## config.mk

```make
export PLATFORM = sky130hd
export DESIGN_NAME = shift_add_mul
export DESIGN_NICKNAME = d
export VERILOG_FILES = /design/src/rtl/mul_pkg.sv /design/src/rtl/mul_ctrl.sv /design/src/rtl/mul_datapath.sv /design/src/rtl/shift_add_mul.sv
export SDC_FILE = /design/constraint.sdc
export NUM_CORES = 1
export LEC_CHECK = 0
export BUFFER_PORTS_ARGS = -buffer_cell sky130_fd_sc_hd__buf_4
export CORE_MARGIN = 5
export CORE_UTILIZATION = 50
export DETAILED_ROUTE_END_ITERATION = 12
export PLACE_DENSITY = 0.79
export SLEW_MARGIN = 10
export SYNTH_ARGS = -nofsm -noshare
export SYNTH_HDL_FRONTEND = slang
export SYNTH_HIERARCHICAL = 1
export SYNTH_SLANG_ARGS = --single-unit
export TNS_END_PERCENT = 10
```

## constraint.sdc

```tcl
create_clock -name clk -period 3.7 [get_ports clk]
set_input_delay 0.37 -clock clk [delete_from_list [all_inputs] [get_ports clk]]
set_output_delay 0.37 -clock clk [all_outputs]
set_load 0.02 [all_outputs]
```

## src/rtl/mul_pkg.sv

```systemverilog
package mul_pkg;
  // Sequencer states: wait, conditional add, shift with count-down
  typedef enum logic [1:0] {
    S_IDLE  = 2'd0,
    S_ADD   = 2'd1,
    S_SHIFT = 2'd2
  } mstate_e;
endpackage

```

## src/rtl/mul_ctrl.sv

```systemverilog
module mul_ctrl
  import mul_pkg::*;
#(
  parameter int N  = 8,
  parameter int CW = 3
) (
  input  logic          clk,
  input  logic          rst,
  input  logic          start,
  input  logic          ld_en,
  input  logic          q0,
  output mstate_e       st,
  output logic [CW-1:0] cnt,
  output logic          busy,
  output logic          done,
  output logic          do_init,
  output logic          do_load,
  output logic          do_add,
  output logic          do_shift
);
  localparam logic [CW-1:0] CNT_INIT = CW'(N - 1);

  logic cnt_zero;

  always_comb begin
    cnt_zero = (cnt == '0);
    do_init  = (st == S_IDLE) && start;
    do_load  = (st == S_IDLE) && ld_en;
    do_add   = (st == S_ADD) && q0;
    do_shift = (st == S_SHIFT);
    busy     = (st != S_IDLE);
  end

  always_ff @(posedge clk) begin
    if (rst) begin
      st   <= S_IDLE;
      cnt  <= '0;
      done <= 1'b0;
    end else begin
      done <= 1'b0;
      unique case (st)
        S_IDLE: begin
          if (start) begin
            st  <= S_ADD;
            cnt <= CNT_INIT;
          end
        end
        S_ADD: st <= S_SHIFT;
        S_SHIFT: begin
          cnt <= cnt - 1'b1;
          // zero test uses the count before this cycle's decrement
          if (cnt_zero) begin
            st   <= S_IDLE;
            done <= 1'b1;
          end else begin
            st <= S_ADD;
          end
        end
        default: st <= S_IDLE;
      endcase
    end
  end
endmodule

```

## src/rtl/mul_datapath.sv

```systemverilog
module mul_datapath #(
  parameter int N = 8
) (
  input  logic           clk,
  input  logic           rst,
  input  logic           do_init,
  input  logic           do_load,
  input  logic           do_add,
  input  logic           do_shift,
  input  logic [N-1:0]   mcand_in,
  input  logic [N-1:0]   mplier_in,
  output logic           q0,
  output logic [N-1:0]   b_out,
  output logic [2*N-1:0] product
);
  logic [N-1:0] acc_r;
  logic [N-1:0] lo_r;
  logic [N-1:0] mcand_r;
  logic         cy_r;
  logic [N:0]   sum;

  always_comb begin
    sum     = {1'b0, acc_r} + {1'b0, mcand_r};
    q0      = lo_r[0];
    b_out   = mcand_r;
    product = {acc_r, lo_r};
  end

  always_ff @(posedge clk) begin
    if (rst) begin
      acc_r   <= '0;
      lo_r    <= '0;
      mcand_r <= '0;
      cy_r    <= 1'b0;
    end else begin
      if (do_load) begin
        mcand_r <= mcand_in;
        lo_r    <= mplier_in;
      end
      if (do_init) begin
        acc_r <= '0;
        cy_r  <= 1'b0;
      end
      if (do_add) begin
        {cy_r, acc_r} <= sum;
      end
      if (do_shift) begin
        acc_r <= {cy_r, acc_r[N-1:1]};
        lo_r  <= {acc_r[0], lo_r[N-1:1]};
        cy_r  <= 1'b0;
      end
    end
  end
endmodule

```

## src/rtl/shift_add_mul.sv

```systemverilog
module shift_add_mul #(
  parameter int N = 8
) (
  input  logic           clk,
  input  logic           rst,
  input  logic           ld_en,
  input  logic [N-1:0]   mcand_in,
  input  logic [N-1:0]   mplier_in,
  input  logic           start,
  output logic [2*N-1:0] product,
  output logic           busy,
  output logic           done
);
  localparam int CW = (N > 1) ? $clog2(N) : 1;

  mul_pkg::mstate_e st;
  logic [CW-1:0]    cnt;
  logic [N-1:0]     b_reg;
  logic             q0, do_init, do_load, do_add, do_shift;

  mul_ctrl #(.N(N), .CW(CW)) u_ctrl (
    .clk(clk), .rst(rst), .start(start), .ld_en(ld_en), .q0(q0),
    .st(st), .cnt(cnt), .busy(busy), .done(done),
    .do_init(do_init), .do_load(do_load), .do_add(do_add), .do_shift(do_shift)
  );

  mul_datapath #(.N(N)) u_dp (
    .clk(clk), .rst(rst),
    .do_init(do_init), .do_load(do_load), .do_add(do_add), .do_shift(do_shift),
    .mcand_in(mcand_in), .mplier_in(mplier_in),
    .q0(q0), .b_out(b_reg), .product(product)
  );
endmodule

```

-- Yosys cells after proc, flatten, opt, wreduce, memory -nomap -nowiden
Index checks and enable logic that the tools add are counted.
- logic and storage cells: 39
- bits of input ports: 20
- output and inout bits: 18
- bits in registers: 31
- equal/unequal tests: 3
- add/subtract/negate cells: 2
- muxes and demuxes: 13
- bitwise operators: 1
- reductions and logical operators: 13
- operators with widths (operator ; count):
    $mux W8 ; 5
    $add A8 B8 Y9 ; 1
    $reduce_bool A2 Y1 ; 4
    $pmux W2 S3 ; 1
    $pmux W3 S2 ; 1
    $mux W1 ; 4
    $reduce_or A2 Y1 ; 2
    $logic_and A1 B1 Y1 ; 3
    $logic_not A3 Y1 ; 1
    $mux W3 ; 1
    $reduce_bool A3 Y1 ; 1
    $sub A3 B1 Y3 const B ; 1
    $eq A2 B1 Y1 const B ; 1
    $eq A2 B2 Y1 const B ; 1
    $logic_not A2 Y1 ; 1
    $mux W2 ; 1
    $ne A2 B2 Y1 const B ; 1
    $reduce_and A2 Y1 ; 1
    $not A1 Y1 ; 1

-- Depth between registers and ports, before layout
- word-level depth: 5
- depth in mapped cells: 8
- gate-level depth less buffers: 6

-- Cells and area by module
Netlist, hierarchy kept.
- modules (own cells, without submodules) (module ; area each (um^2) ; cells each ; times used):
    mul_datapath ; 1452.6 ; 164 ; 1
    mul_ctrl ; 282.8 ; 26 ; 1

-- Worst setup path before layout
No wires, ideal clock.
- path type: flip-flop to flip-flop
- from: register u_dp.acc_r[0]
- to: register u_dp.acc_r[6]
- buffers on the path: 0
- slack: 1.831 ns
- data arrival time: 1.741 ns
- data required time: 3.572 ns
- stages on the path, launching flop included: 7
- period minus slack after synthesis: 1.869 ns
- cell sequence: dfxtp_1 > ha_1 > fa_1 > a211oi_2 > o21bai_1 > a211oi_1 > o22ai_1
- longest elaborated chain between the ends: 3
- RTL lines (element ; line ; source):
    start, declared ; mul_datapath.sv:16 ; logic [N-1:0] acc_r;
    start signal, assigned ; mul_datapath.sv:45 ; {cy_r, acc_r} <= sum;
    start signal, assigned ; mul_datapath.sv:48 ; acc_r <= {cy_r, acc_r[N-1:1]};
    $add A8 B8 Y9 ; mul_datapath.sv:23 ; sum = {1'b0, acc_r} + {1'b0, mcand_r};
    $mux W8 ; mul_datapath.sv:44 ; if (do_add) begin
    $mux W8 ; mul_datapath.sv:47 ; if (do_shift) begin
Every way passes these cells.
A chain may end at the register's enable or synchronous reset.

-- Final worst setup path
- from: register u_ctrl.st[0]
- to: register u_dp.lo_r[5]
- longest elaborated chain between the ends: 3
- elaborated cells between the ends (all ways): 5
- those cells by class: eq/ne: 1; mux: 1; reduce/logical: 3
- RTL lines (element ; line ; source):
    start, declared ; mul_ctrl.sv:12 ; output mstate_e st,
    start signal, assigned ; mul_ctrl.sv:36 ; st <= S_IDLE;
    start signal, assigned ; mul_ctrl.sv:44 ; st <= S_ADD;
    start signal, assigned ; mul_ctrl.sv:48 ; S_ADD: st <= S_SHIFT;
    $logic_not A2 Y1 ; mul_ctrl.sv:28 ; do_load = (st == S_IDLE) && ld_en;
    $logic_and A1 B1 Y1 ; mul_ctrl.sv:28 ;
    named net do_load ; shift_add_mul.sv:19 ; logic q0, do_init, do_load, do_add, do_shift;
    $reduce_bool A2 Y1 (no line) ; -- ;
    end signal, assigned ; mul_datapath.sv:38 ; lo_r <= mplier_in;
    end signal, assigned ; mul_datapath.sv:49 ; lo_r <= {acc_r[0], lo_r[N-1:1]};
    end, declared ; mul_datapath.sv:17 ; logic [N-1:0] lo_r;
The timed path passes the listed nets, and every way through them passes these cells.

==> results_tabular.tex <==
\begin{tabular}{lr}
\hline
Metric & Value \\
\hline
\multicolumn{2}{l}{\textbf{Clock tree}} \\
Setup Buffers After CTS & 0 \\
TritonCTS clock tree & done \\
Number of clock buffers inserted by TritonCTS & 5 \\
Clock-pin slew on the worst setup and hold paths & 0.11 ns \\
Clk Latency, worst-skew pair & 0.34 ns \\
Bufs on Longest Clock Path & 2 \\
CTS root buffer & sky130\_fd\_sc\_hd\_\_clkbuf\_4 \\
Post-cts resize count & 0 \\
CTS Hold Bufs & 0 \\
Clk sink count & 31 \\
H-tree levels & 2 \\
\multicolumn{2}{l}{\textbf{Cells and area}} \\
Reg area & 620.6 um2 \\
Most common library cell in the layout ignoring fill and taps & sky130\_fd\_sc\_hd\_\_buf\_4 \\
Final cell utilization of the core & 0.6254 \\
Post-route cell area & 2087 um2 \\
Final layout net count & 253 \\
Multi-input logic area & 1018 um2 \\
Commonest cells after routing, fill and taps aside & sky130\_fd\_sc\_hd\_\_buf\_4 (37), sky130\_fd\_sc\_hd\_\_nor2\_1 (31), sky130\_fd\_sc\_hd\_\_dfxtp\_1 (31) \\
Final antenna diode count & 0 \\
Layout Area Growth over Synthesis & 20.26\% \\
Fraction of final layout cells with drive strength greater than 1 & 0.2422 \\
Total of fill cells in the finished design & 292 \\
\multicolumn{2}{l}{\textbf{STA}} \\
Period utilization & 0.5928 \\
Worst-case clock skew & 0.008927 ns \\
Pin slew with the least headroom to its limit & 1.056 ns \\
Final number of hold-violating endpoints & 0 \\
Setup violation total in the final timing report & 0 \\
RSZ-0062 raised after global routing & false \\
Max-slew violation count & 0 \\
Post-Route Setup TNS & 0 ns \\
Worst slew margin relative to its limit & 0.2953 \\
Max Fclk & 455.9 MHz \\
Final period demand of the worst path & 2.193 ns \\
\multicolumn{2}{l}{\textbf{Synth}} \\
Gate count of the mapped netlist & 190 \\
Proportion of synthesized chip area in sequential cells & 0.3576 \\
Avg Synthesized Cell Area & 9.134 um2 \\
Async set-reset flop share out of synthesis & 0 \\
Area share of the largest cell type after synthesis & 0.3576 \\
Leading cell types by total area after synthesis & sky130\_fd\_sc\_hd\_\_dfxtp\_1 (36\%), sky130\_fd\_sc\_hd\_\_mux2i\_1 (9.8\%), sky130\_fd\_sc\_hd\_\_ha\_1 (7.2\%) \\
Number of synthesized flops with an enable pin & 0 \\
\#FFs+latches synth & 31 \\
Post-synthesis cell area & 1735 um2 \\
Count of different cell masters after synthesis & 42 \\
Warning count from the yosys run & 6 \\
Synthesized Nets & 221 \\
Area leader, netlist & sky130\_fd\_sc\_hd\_\_dfxtp\_1 \\
Most used flip-flop cell after synthesis & sky130\_fd\_sc\_hd\_\_dfxtp\_1 \\
\multicolumn{2}{l}{\textbf{Pwr}} \\
Cell Pwr Density & 382.0 nW/um2 \\
Switching power as a share of total power & 0.2719 \\
Combinational group share of total power & 0.182 \\
Worst IR Drop VDD & 0.0002090 V \\
Power spent charging and discharging nets & 0.2168 mW \\
Leak & 0.9712 nW \\
Clk pwr share & 0.357 \\
Sequential share of power & 0.461 \\
Total internal power & 0.5805 mW \\
\multicolumn{2}{l}{\textbf{Place}} \\
Cell area after placement & 2001 um2 \\
Final weighted congestion of routability-driven global placement & 0.7980 \\
Port buffer count & 37 \\
Sum of net half-perimeters after detailed placement & 2.657 mm \\
\multicolumn{2}{l}{\textbf{Worst setup path}} \\
Critical Path Sink Type & register \\
Crit path max fanout & 16 \\
Crit path arrival time & 2.42 ns \\
Element type at the critical path start & register \\
Required arrival time at the worst endpoint & 3.92 ns \\
Path type of the worst setup path & reg -> reg \\
\multicolumn{2}{l}{\textbf{Global route}} \\
Global-route wire length before repair & 6.320 mm \\
Remaining Overflow, GRT & 0 \\
Largest net degree at the start of global routing & 39 \\
Number of global-route vias before repair & 1443 \\
Global router's overall resource usage & 0.1784 \\
Number of antenna violations at the first check in global routing & 0 \\
\multicolumn{2}{l}{\textbf{Floorplanning}} \\
Rows & 21 \\
Initial core utilization & 0.5201 \\
Die Footprint & 4749 um2 \\
I/O pin count & 38 \\
Chip Width & 68.92 um \\
Chip height & 68.92 um \\
Core region area & 3337 um2 \\
\multicolumn{2}{l}{\textbf{Route}} \\
DR pass1 iterations & 4 \\
Final Routed Wirelength & 3.749 mm \\
Detail-routed net length per standard cell & 13.94 um \\
Final antenna-violating net count & 0 \\
Number of violations reported at the end of detailed-routing iteration 0 & 91 \\
Vias/cell & 5.565 \\
Total via count in the routed design & 1497 \\
DRC viols & 0 \\
\multicolumn{2}{l}{\textbf{Run}} \\
Number of max-capacitance violations reported & 0 \\
\multicolumn{2}{l}{\textbf{Hold path}} \\
Path type of the worst min-delay path & in -> reg \\
\multicolumn{2}{l}{\textbf{Outcome}} \\
Result of the run & complete, no violations \\
\hline
\end{tabular}
## kinds of logic (layout without fill, tap and decap cells)
family / Yosys count / count (layout) / synth area share
flops: 31 / 31 / 0.3576
buf+inv: 19 / 52 / 0.05696
compound gates: 51 / 51 / 0.2084
fa+ha+maj: 11 / 11 / 0.08363
xor+xnor: 1 / 1 / 0.005048
simple gates: 60 / 60 / 0.1903
mux: 17 / 17 / 0.09805
## state kept, by name, indices dropped and copies added, names as in the netlist
signal,cells
u_ctrl/done,1
u_dp/acc_r,8
u_dp/lo_r,8
u_ctrl/cnt,3
u_dp/b_out,8
u_dp/cy_r,1
u_ctrl/st,2
## synthesized netlist by cell type, drive strengths merged (2+ instances only)
cell,number
a211o,3
buf,9
inv,7
and3b,4
nor2b,3
o21a,3
a211oi,6
o32ai,2
ha,10
nor3,2
nor4b,2
a21o,4
nor4,2
nand2,3
nor3b,4
or3b,4
a21oi,19
o21bai,2
a221oi,4
mux2i,17
dfxtp,31
o21ai,5
nor2,32
clkbuf,3
## stage by stage
step	hold slack [ns]	setup slack [ns]	cells	power, mW
finish	0.2692	1.507	269	0.7973
global route	0.2699	1.325	269	0.8382
CTS	0.2557	1.526	269	0.8036
detailed placement	0.4731	1.553	261	0.5202
global placement	0.4689	1.620	261	0.5180
floorplan	0.4346	1.831	190	0.4745
## worst paths after layout
path | from | end | slack, ns | cells after the start
setup reg to reg | u_ctrl/st[0]$_SDFFE_PP0P_ | u_dp/lo_r[5]$_SDFFE_PP0P_ | 1.51 | 6
setup / recovery | u_ctrl/st[0]$_SDFFE_PP0P_ | u_dp/lo_r[5]$_SDFFE_PP0P_ | 1.51 | 6
hold / removal | mcand_in[6] | u_dp/b_out[6]$_SDFFE_PP0P_ | 0.27 | 3
hold reg to reg | u_ctrl/cnt[1]$_SDFFE_PP0P_ | u_ctrl/cnt[1]$_SDFFE_PP0P_ | 0.49 | 2
## layer usage
layer  share of wire  GRT usage
met1            0.46     0.2295
met2            0.46     0.2833
met3           0.066    0.04052
met4           0.013    0.08029
met5               0          0
## layout make-up
cell class / count / share of cell area
flip-flops and latches: 31 / 0.2974
inverters: 7 / 0.01259
repair buffers: 37 / 0.1331
well taps: 46 / 0.02758
clock buffers: 6 / 0.02458
multi-input cells: 140 / 0.4880
clock inverters: 2 / 0.01679
## worst max-delay path, stage by stage, from the launching register on
cell	delay [ns]
sky130_fd_sc_hd__dfxtp_1	0.39
sky130_fd_sc_hd__or2_2	0.35
sky130_fd_sc_hd__nor2_2	0.80
sky130_fd_sc_hd__mux2i_1	0.27
sky130_fd_sc_hd__nor2_1	0.05
sky130_fd_sc_hd__a21oi_1	0.15
sky130_fd_sc_hd__nor2_1	0.05
## power by group through the flow
| stage | clock network [mW] | registers (mW) | logic, mW |
|---|---|---|---|
| after floorplan | 0 | 0.381 | 0.0933 |
| after global placement | 0 | 0.375 | 0.143 |
| after detailed placement | 0 | 0.375 | 0.145 |
| after CTS | 0.290 | 0.368 | 0.146 |
| after global routing | 0.306 | 0.371 | 0.162 |
| final | 0.285 | 0.367 | 0.145 |
Note: power is estimated with default switching activity, not from simulation.
